--- src/rtl/ivu_pkg.sv ---
package ivu_pkg;
  localparam int ADDR_W = 16;
  localparam int NSLOT  = 5;
  localparam int SLOT_W = $clog2(NSLOT);

  // Slot index doubles as priority (0 highest) and vector offset (x2 below top)
  localparam logic [SLOT_W-1:0] SLOT_RESET = 3'd0;
  localparam logic [SLOT_W-1:0] SLOT_SWI   = 3'd1;
  localparam logic [SLOT_W-1:0] SLOT_EXT   = 3'd2;
  localparam logic [SLOT_W-1:0] SLOT_EOC   = 3'd3;
  localparam logic [SLOT_W-1:0] SLOT_TMR   = 3'd4;

  // Flag bit positions
  localparam int FB_TOVF = 0;
  localparam int FB_RTI  = 1;
  localparam int FB_EOC  = 2;
  localparam int FB_PIN  = 3;
  localparam int FB_KEY0 = 4;

  typedef enum logic [2:0] {
    ST_IDLE  = 3'd0,
    ST_STACK = 3'd1,
    ST_ARB   = 3'd2,
    ST_VHI   = 3'd3,
    ST_VLO   = 3'd4
  } seq_state_e;
endpackage

--- src/rtl/ivu_req_merge.sv ---
module ivu_req_merge
  import ivu_pkg::*;
#(
  parameter int KEY_W = 4,
  localparam int NSRC = FB_KEY0 + KEY_W
) (
  input  logic [NSRC-1:0]  flag,
  input  logic [NSRC-1:0]  en,
  output logic [NSLOT-1:0] hw_req,
  output logic             hw_any
);
  logic [KEY_W-1:0] key_hit;

  generate
    for (genvar k = 0; k < KEY_W; k++) begin : g_key
      assign key_hit[k] = flag[FB_KEY0+k] & en[FB_KEY0+k];
    end
  endgenerate

  always_comb begin
    hw_req = '0;
    hw_req[SLOT_EXT] = (flag[FB_PIN] & en[FB_PIN]) | (|key_hit);
    hw_req[SLOT_EOC] = flag[FB_EOC] & en[FB_EOC];
    hw_req[SLOT_TMR] = (flag[FB_TOVF] & en[FB_TOVF]) | (flag[FB_RTI] & en[FB_RTI]);
  end

  assign hw_any = |hw_req;
endmodule

--- src/rtl/ivu_prio_pick.sv ---
module ivu_prio_pick #(
  parameter int N = 5,
  localparam int W = (N > 1) ? $clog2(N) : 1
) (
  input  logic [N-1:0] req,
  output logic [W-1:0] idx,
  output logic         any
);
  // Lowest index wins: scan from the bottom of the priority list upward
  always_comb begin
    idx = W'(N - 1);
    for (int i = N - 1; i >= 0; i--) begin
      if (req[i]) idx = W'(i);
    end
  end

  assign any = |req;
endmodule

--- src/rtl/ivu_seq.sv ---
module ivu_seq
  import ivu_pkg::*;
(
  input  logic              clk,
  input  logic              rst_n,
  input  logic              i_bit,
  input  logic              instr_done,
  input  logic              swi_req,
  input  logic              rst_req,
  input  logic              stack_done,
  input  logic              fetch_done,
  input  logic              hw_any,
  input  logic [SLOT_W-1:0] pick_idx,
  input  logic              pick_any,
  output logic              swi_pend,
  output logic              take_irq,
  output logic              set_i,
  output logic              vec_valid,
  output logic              vec_lo,
  output logic [SLOT_W-1:0] slot
);
  seq_state_e        state_q, state_d;
  logic              swi_q, swi_d;
  logic [SLOT_W-1:0] slot_q, slot_d;
  logic              start;

  assign start = instr_done & (swi_req | (~i_bit & hw_any));

  always_comb begin
    state_d = state_q;
    swi_d   = swi_q;
    slot_d  = slot_q;
    if (rst_req) begin
      state_d = ST_VHI;
      slot_d  = SLOT_RESET;
      swi_d   = 1'b0;
    end else begin
      unique case (state_q)
        ST_IDLE: if (start) begin
          state_d = ST_STACK;
          swi_d   = swi_req;
        end
        ST_STACK: if (stack_done) state_d = ST_ARB;
        ST_ARB: begin
          state_d = ST_VHI;
          slot_d  = pick_any ? pick_idx : SLOT_TMR;
          swi_d   = 1'b0;
        end
        ST_VHI: if (fetch_done) state_d = ST_VLO;
        ST_VLO: if (fetch_done) state_d = ST_IDLE;
        default: state_d = ST_IDLE;
      endcase
    end
  end

  always_ff @(posedge clk or negedge rst_n) begin
    if (!rst_n) begin
      state_q <= ST_IDLE;
      swi_q   <= 1'b0;
      slot_q  <= SLOT_RESET;
    end else begin
      state_q <= state_d;
      swi_q   <= swi_d;
      slot_q  <= slot_d;
    end
  end

  assign swi_pend  = swi_q;
  assign take_irq  = (state_q == ST_STACK);
  assign set_i     = (state_q == ST_STACK) & stack_done & ~rst_req;
  assign vec_valid = (state_q == ST_VHI) | (state_q == ST_VLO);
  assign vec_lo    = (state_q == ST_VLO);
  assign slot      = slot_q;

  assert_start_on_done_R1: assert property (@(posedge clk) disable iff (!rst_n)
    (state_q == ST_STACK && $past(state_q) == ST_IDLE) |-> $past(instr_done));

  assert_mask_gate_R2: assert property (@(posedge clk) disable iff (!rst_n)
    (state_q == ST_STACK && $past(state_q) == ST_IDLE) |-> $past(swi_req || (!i_bit && hw_any)));

  assert_arb_after_stack_R3: assert property (@(posedge clk) disable iff (!rst_n)
    (state_q == ST_ARB) |-> ($past(state_q) == ST_STACK && $past(stack_done)));

  assert_swi_wins_R6: assert property (@(posedge clk) disable iff (!rst_n)
    (state_q == ST_VHI && $past(state_q) == ST_ARB && $past(swi_q)) |-> (slot_q == SLOT_SWI));

  assert_lo_after_hi_R9: assert property (@(posedge clk) disable iff (!rst_n)
    (state_q == ST_VLO && $past(state_q) != ST_VLO) |-> ($past(state_q) == ST_VHI && $past(fetch_done)));
endmodule

--- src/rtl/irq_vector_unit.sv ---
module irq_vector_unit
  import ivu_pkg::*;
#(
  parameter int                KEY_W   = 4,
  parameter logic [ADDR_W-1:0] VEC_TOP = 16'h3FFE,
  localparam int NSRC = FB_KEY0 + KEY_W
) (
  input  logic              clk,
  input  logic              rst_n,
  input  logic [NSRC-1:0]   src_flag,
  input  logic [NSRC-1:0]   src_en,
  input  logic              i_bit,
  input  logic              instr_done,
  input  logic              swi_req,
  input  logic              rst_req,
  input  logic              stack_done,
  input  logic              fetch_done,
  output logic              take_irq,
  output logic              set_i,
  output logic              vec_valid,
  output logic [ADDR_W-1:0] vec_addr
);
  logic [1:0]        rst_sync_q;
  logic              rst_int_n;
  logic [NSLOT-1:0]  hw_req;
  logic [NSLOT-1:0]  arb_req;
  logic              hw_any;
  logic [SLOT_W-1:0] pick_idx;
  logic              pick_any;
  logic              swi_pend;
  logic              vec_lo;
  logic [SLOT_W-1:0] slot;

  // Asynchronous assert, synchronous release
  always_ff @(posedge clk or negedge rst_n) begin
    if (!rst_n) rst_sync_q <= 2'b00;
    else        rst_sync_q <= {rst_sync_q[0], 1'b1};
  end
  assign rst_int_n = rst_sync_q[1];

  ivu_req_merge #(.KEY_W(KEY_W)) u_merge (
    .flag   (src_flag),
    .en     (src_en),
    .hw_req (hw_req),
    .hw_any (hw_any)
  );

  always_comb begin
    arb_req = hw_req;
    arb_req[SLOT_SWI] = swi_pend;
  end

  ivu_prio_pick #(.N(NSLOT)) u_pick (
    .req (arb_req),
    .idx (pick_idx),
    .any (pick_any)
  );

  ivu_seq u_seq (
    .clk        (clk),
    .rst_n      (rst_int_n),
    .i_bit      (i_bit),
    .instr_done (instr_done),
    .swi_req    (swi_req),
    .rst_req    (rst_req),
    .stack_done (stack_done),
    .fetch_done (fetch_done),
    .hw_any     (hw_any),
    .pick_idx   (pick_idx),
    .pick_any   (pick_any),
    .swi_pend   (swi_pend),
    .take_irq   (take_irq),
    .set_i      (set_i),
    .vec_valid  (vec_valid),
    .vec_lo     (vec_lo),
    .slot       (slot)
  );

  always_comb begin
    vec_addr = VEC_TOP - {{(ADDR_W-SLOT_W-1){1'b0}}, slot, 1'b0};
    if (vec_lo) vec_addr = vec_addr + ADDR_W'(1);
  end

  assert_reset_vector_R8: assert property (@(posedge clk) disable iff (!rst_int_n)
    ($past(rst_req) && $past(rst_int_n)) |-> (vec_valid && !take_irq && vec_addr == VEC_TOP));

  assert_addr_window_R5: assert property (@(posedge clk) disable iff (!rst_int_n)
    vec_valid |-> (vec_addr <= VEC_TOP + ADDR_W'(1) && vec_addr >= VEC_TOP - ADDR_W'(2*(NSLOT-1))));

  assert_no_overlap_R3: assert property (@(posedge clk) disable iff (!rst_int_n)
    !(take_irq && vec_valid));
endmodule

--- config.mk ---
export PLATFORM = sky130hd
export DESIGN_NAME = irq_vector_unit
export DESIGN_NICKNAME = d
export VERILOG_FILES = /design/src/rtl/ivu_pkg.sv /design/src/rtl/ivu_req_merge.sv /design/src/rtl/ivu_prio_pick.sv /design/src/rtl/ivu_seq.sv /design/src/rtl/irq_vector_unit.sv
export SDC_FILE = /design/constraint.sdc
export NUM_CORES = 1
export LEC_CHECK = 0
export CORE_MARGIN = 1
export CORE_UTILIZATION = 34
export DETAILED_ROUTE_END_ITERATION = 10
export PLACE_DENSITY = 0.88
export SLEW_MARGIN = 40
export SYNTH_ARGS = -nofsm -noshare
export SYNTH_HDL_FRONTEND = slang
export SYNTH_SLANG_ARGS = --single-unit
export TNS_END_PERCENT = 5
--- constraint.sdc ---
create_clock -name clk -period 1.35 [get_ports clk]
set_clock_uncertainty 0.15 [all_clocks]
set_input_delay 0.2025 -clock clk [delete_from_list [all_inputs] [get_ports clk]]
set_output_delay 0.2025 -clock clk [all_outputs]
set_load 0.02 [all_outputs]
# ---- Word level (Yosys, flattened, before mapping)
# Cells that the tools add are included.
# W data, S select, Z words.
dict set report word_totals {
  ff_bits 9
  in_bits 24
  out_inout_bits 19
  elab_cells 56
}
dict set report classes {
  n_addsub 2
  eq_ne 8
  muxes 16
  bitwise 18
  n_reduce_logical 8
}
# cell count
set op_table {}
lappend op_table {{$mux W3} 11}
lappend op_table {{$add A15 B2 Y16 const B} 1}
lappend op_table {{$mux W16} 1}
lappend op_table {{$pmux W3 S5} 1}
lappend op_table {{$sub A14 B4 Y15 const A} 1}
lappend op_table {{$and A1 B1 Y1} 12}
lappend op_table {{$ne A3 B3 Y1 const B} 3}
lappend op_table {{$reduce_or A4 Y1} 2}
lappend op_table {{$eq A3 B2 Y1 const B} 2}
lappend op_table {{$or A1 B1 Y1} 4}
lappend op_table {{$reduce_and A4 Y1} 1}
lappend op_table {{$eq A3 B1 Y1 const B} 1}
lappend op_table {{$eq A3 B3 Y1 const B} 1}
lappend op_table {{$logic_not A3 Y1} 1}
lappend op_table {{$ne A3 B2 Y1 const B} 1}
lappend op_table {{$reduce_bool A3 Y1} 1}
lappend op_table {{$reduce_or A3 Y1} 1}
lappend op_table {{$mux W1} 2}
lappend op_table {{$not A1 Y1} 2}
lappend op_table {{$pmux W1 S2} 1}
lappend op_table {{$reduce_and A2 Y1} 1}
lappend op_table {{$reduce_bool A2 Y1} 1}

# ---- Longest topological paths before layout
dict set report logic_depth {
  depth_word 10
  ltp_mapped 5
  mapped_depth_nobuf 4
}

# ---- Cells and area by module
# From an unflattened synthesis, not the netlist that was laid out.
dict set report unflattened {
  hier_cells 83
  hier_area_um2 730.7
}
# module n_inst cells_per_inst area_each_um2 seq_area_each_um2
set modules_own_cells {}
lappend modules_own_cells {ivu_seq 1 45 447.9 175.2}
lappend modules_own_cells {irq_vector_unit 1 20 166.4 50.0}
lappend modules_own_cells {ivu_req_merge 1 11 73.8 0.0}
lappend modules_own_cells {ivu_prio_pick 1 7 42.5 0.0}

# ---- Least setup slack after synthesis
# No wires, ideal clock.
dict set report synth_path {
  path_type {reg-to-output}
  from {register u_seq.state_q[2]}
  to {output set_i}
  arrival_time_ns 1.437
  required_ns 0.998
  setup_slack_ns -0.440
  stages_incl_launch_ff 4
  path_buffers 1
  path_cell_list {dfrtp_1 > buf_2 > nor3b_1 > and3b_1}
}
dict set report synth_between {
  elab_chain_cells 3
}
# item line
set synth_lines {}
lappend synth_lines {{start: declaration} ivu_seq.sv:22} ;# seq_state_e state_q, state_d;
lappend synth_lines {{start signal: assignment} ivu_seq.sv:62} ;# state_q <= state_d;
lappend synth_lines {{$eq A3 B1 Y1} -}
lappend synth_lines {{net take_irq} irq_vector_unit.sv:18} ;# output logic take_irq,
lappend synth_lines {{$and A1 B1 Y1 (2 in a row)} ivu_seq.sv:70} ;# assign set_i = (state_q == ST_STACK) & stack_done & ~rst_req;
lappend synth_lines {{end: declaration} irq_vector_unit.sv:19} ;# output logic set_i,
# The timed path passes the listed nets, and every way through them passes these cells.

# ---- Worst setup path after layout
dict set report layout_path {
  from {register u_seq.state_q[0]}
  to {output vec_valid}
}
dict set report layout_between {
  elab_chain_cells 2
  elab_cells_between_ends 3
  cone_classes {eq/ne: 2; bitwise: 1}
}
# item line
set layout_lines {}
lappend layout_lines {{$eq A3 B2 Y1 or $eq A3 B3 Y1 (tied branches)} ivu_seq.sv:71} ;# assign vec_valid = (state_q == ST_VHI) | (state_q == ST_VLO);
lappend layout_lines {{$or A1 B1 Y1 *} ivu_seq.sv:71}
lappend layout_lines {{end: declaration} irq_vector_unit.sv:20} ;# output logic vec_valid,
# Every way passes the cells marked *; elsewhere a longest branch is shown, timed or not.

==> summary.txt <==
STA
  – Endpoints failing hold: 0
  – Fin crit period: ~1.6 ns
  – Setup Viol. Count Final: 11
  – Worst hold margin: 0.2051 ns
  – Worst Slack Setup Final: -0.2865 ns
  – Fmax: a little over 600 MHz
  – Fin crit share: 121.2%
  – RSZ-0062 raised after global routing: true
  – Setup TNS: -2.113 ns
  – Number of max-slew violations in the final report: 0

Layout
  – Fillers: 131
  – Area growth syn-to-layout: 98.41%
  – Final #Nets: 150
  – N_diodes: 0
  – Share of layout cells above drive strength 1: 41.60%

Pwr
  – Max rail drop VDD: ~0.48 mV
  – Leak: 0.5695 nW
  – Power Density: 789.5 nW/um^2

Setup path
  – Critical Path Start Type: register
  – R2R setup slack: -0.25 ns
  – Crit. End Element: output port
  – WP data required: 1.00 ns
  – Reg2Reg Capture Point: u_seq.state_q[0]$_DFFE_PN0P_
  – Reg2Reg Launch Point: u_seq.state_q[1]$_DFFE_PN0P_
  – Critical path class: reg2out
  – Worst-path fanout max: 3
  – Crit path arrival time: 1.28 ns
  – R2r worst-path depth: 4

Clocking
  – Worst skew pair latency: roughly 0.25 ns
  – Number of buffers created by CTS: 3
  – H-tree depth: 1
  – Root Driver: clkbuf_4
  – Clock Pin Slew Worst Setup and Hold Paths: 0.06 ns
  – Max clock buf depth: 2
  – CTS tree: built
  – Clock Sinks: 9

GRT
  – First-pass GRT wire length: 2822 um
  – Total track usage: 19.36%
  – Initial antenna violation count: 0
  – Vias in the first global route: 698
  – Total grt overflow: 0
  – Pin count of the biggest net entering global routing: 8

Synthesis
  – Commonest register cell after synthesis: dfrtp_1
  – Post-synthesis cell type with the largest combined area: dfrtp_1
  – Synth cell types: 34
  – Synth area leaders: dfrtp_1, buf_4, nand2_1, a22oi_4, a21oi_1
  – Register area share after synthesis: 35.71%
  – Post-synth EDFFs: 0
  – Mapped Cells: 70
  – Cell with the most instances after synthesis: buf_4
  – Syn avg cell area: 9.009 sq um
  – Asr flop ratio synth: 100.0%
  – Synthesis Warnings: 0
  – Area share of the largest cell type after synthesis: about 36%
  – Mapped Area: 630.6 sq um
  – Yosys reg bits: 9
  – Synth cell count leaders: buf_4, dfrtp_1, nand2_1

Worst hold path
  – Worst Hold Depth: 0
  – Min-Delay Path Class: reg2reg
  – Worst hold start: rst_sync_q[0]$_DFF_PN0_
  – WHS Endpoint: rst_sync_q[1]$_DFF_PN0_

Floorplan
  – Initial core utilization: 36.52%
  – Total die area: 2031 sq um
  – Die width: 45.07 um
  – IO Count: 43
  – Num rows: 15
  – Die height: 45.07 um
  – Core area: 1727 sq um

Routing
  – ANT nets after route: 0
  – Final WL: 2212 um
  – DRT Pass-1 Iters: 4
  – Vias: 707
  – Initial detailed-routing violation count: 15
  – Vias/cell: 4.713
  – Drt wl/cell: 14.75 um
  – Post-route DRC violation count: 0

Placement
  – Placer Congestion: between 0.7 and 0.8
  – Port bufs: 30
  – DP HPWL: 1212 um

Flow run
  – Max-cap violation count: 0

Outcome
  – Failing checks: negative setup slack
  – Status: finished with violations
[final cells by class]
cell class | instances | area, sq um | share of cell area, %
Sequential cell | 9 | 227.7 | 18.20
Tap cell | 25 | 31.28 | 2.500
Clock buffer | 4 | 26.28 | 2.100
Multi-Input combinational cell | 52 | 427.9 | 34.20
Inverter | 3 | 11.26 | 0.9000
Timing Repair Buffer | 57 | 526.8 | 42.10
[where the power goes]
group / internal, mW / total, mW / leakage [nW] / switching, mW
sequential: 0.295 / 0.321 / 0.109 / 0.0265
combinational: 0.249 / 0.470 / 0.446 / 0.221
clock: 0.113 / 0.197 / 0.0150 / 0.0836
[layout by cell type, fill, tap and decap left out, types with 2 or more instances in the layout]
| master | count |
|---|---|
| clkdlybuf4s50_1 | 19 |
| buf_4 | 16 |
| conb_1 | 13 |
| buf_6 | 13 |
| dfrtp_1 | 7 |
| nand2_1 | 6 |
| dlygate4sd2_1 | 4 |
| inv_1 | 3 |
| a21oi_1 | 3 |
| clkbuf_4 | 3 |
| clkbuf_2 | 3 |
| nor2_1 | 2 |
| dlygate4sd3_1 | 2 |
| dfrtp_2 | 2 |
[through the flow]
stage / setup slack (ns) / util, % / total power [mW] / cell area (sq um) / std cells
finish: -0.2865 / 72.46 / 0.9878 / 1251 / 150
global route: -0.3347 / 72.46 / 1.046 / 1251 / 150
CTS: -0.2409 / 68.91 / 0.9290 / 1190 / 149
detailed placement: -0.6215 / 58.55 / 0.6618 / 1011 / 132
global placement: -0.5826 / 58.55 / 0.6559 / 1011 / 132
floorplan: -0.1601 / - / 0.5182 / 704.4 / 81
[repair_timing]
action,4_1_cts,5_1_grt
setup buffers,12,2
cloned,0,0
hold buffers,2,0
endpoints found under the setup margin,12,14
hold endpoints to repair,9,0
gates resized for setup,44,18
pin swaps,11,7
[logic make-up (layout without fill, tap and decap cells)]
logic type	after synthesis	after routing	share of synthesized area, %
other	2	13	1.191
buffers and inverters	20	64	20.24
AND/OR/NAND/NOR	22	22	19.45
multiplexers	1	1	1.786
AO/OA/AOI/OAI	16	16	21.63
flip-flops	9	9	35.71
[state kept, by name, summed over array words and instances, names as in the netlist]
signal	count
u_seq.state_q	3
u_seq.swi_pend	1
u_seq.slot	3
rst_sync_q	2
[metal layers]
metal | wire length [um] | GRT usage (%)
met1 | 876 | 23.12
met2 | 1173 | 35.07
met3 | 100 | 1.600
met4 | 61 | 8.485
met5 | 0 | 0
[worst max-delay path by stage]
stage                                             from                           end  depth (start not counted)
after global placement                     src_flag[6]  u_seq.state_q[0]$_DFFE_PN0P_                          5
after detailed placement                   src_flag[6]  u_seq.state_q[0]$_DFFE_PN0P_                          5
final                     u_seq.state_q[0]$_DFFE_PN0P_                     vec_valid                          5
after CTS                 u_seq.state_q[2]$_DFFE_PN0P_  u_seq.state_q[0]$_DFFE_PN0P_                          4
after floorplan                            src_flag[6]  u_seq.state_q[0]$_DFFE_PN0P_                          4
after global routing      u_seq.state_q[0]$_DFFE_PN0P_                     vec_valid                          5
[critical path: stages (launching register included)]
cell	delay [ns]
dfrtp_1	0.39
buf_6	0.13
nor2_4	0.10
and2_4	0.17
o21bai_4	0.12
buf_6	0.13
Note: power is estimated with default switching activity, not from simulation.
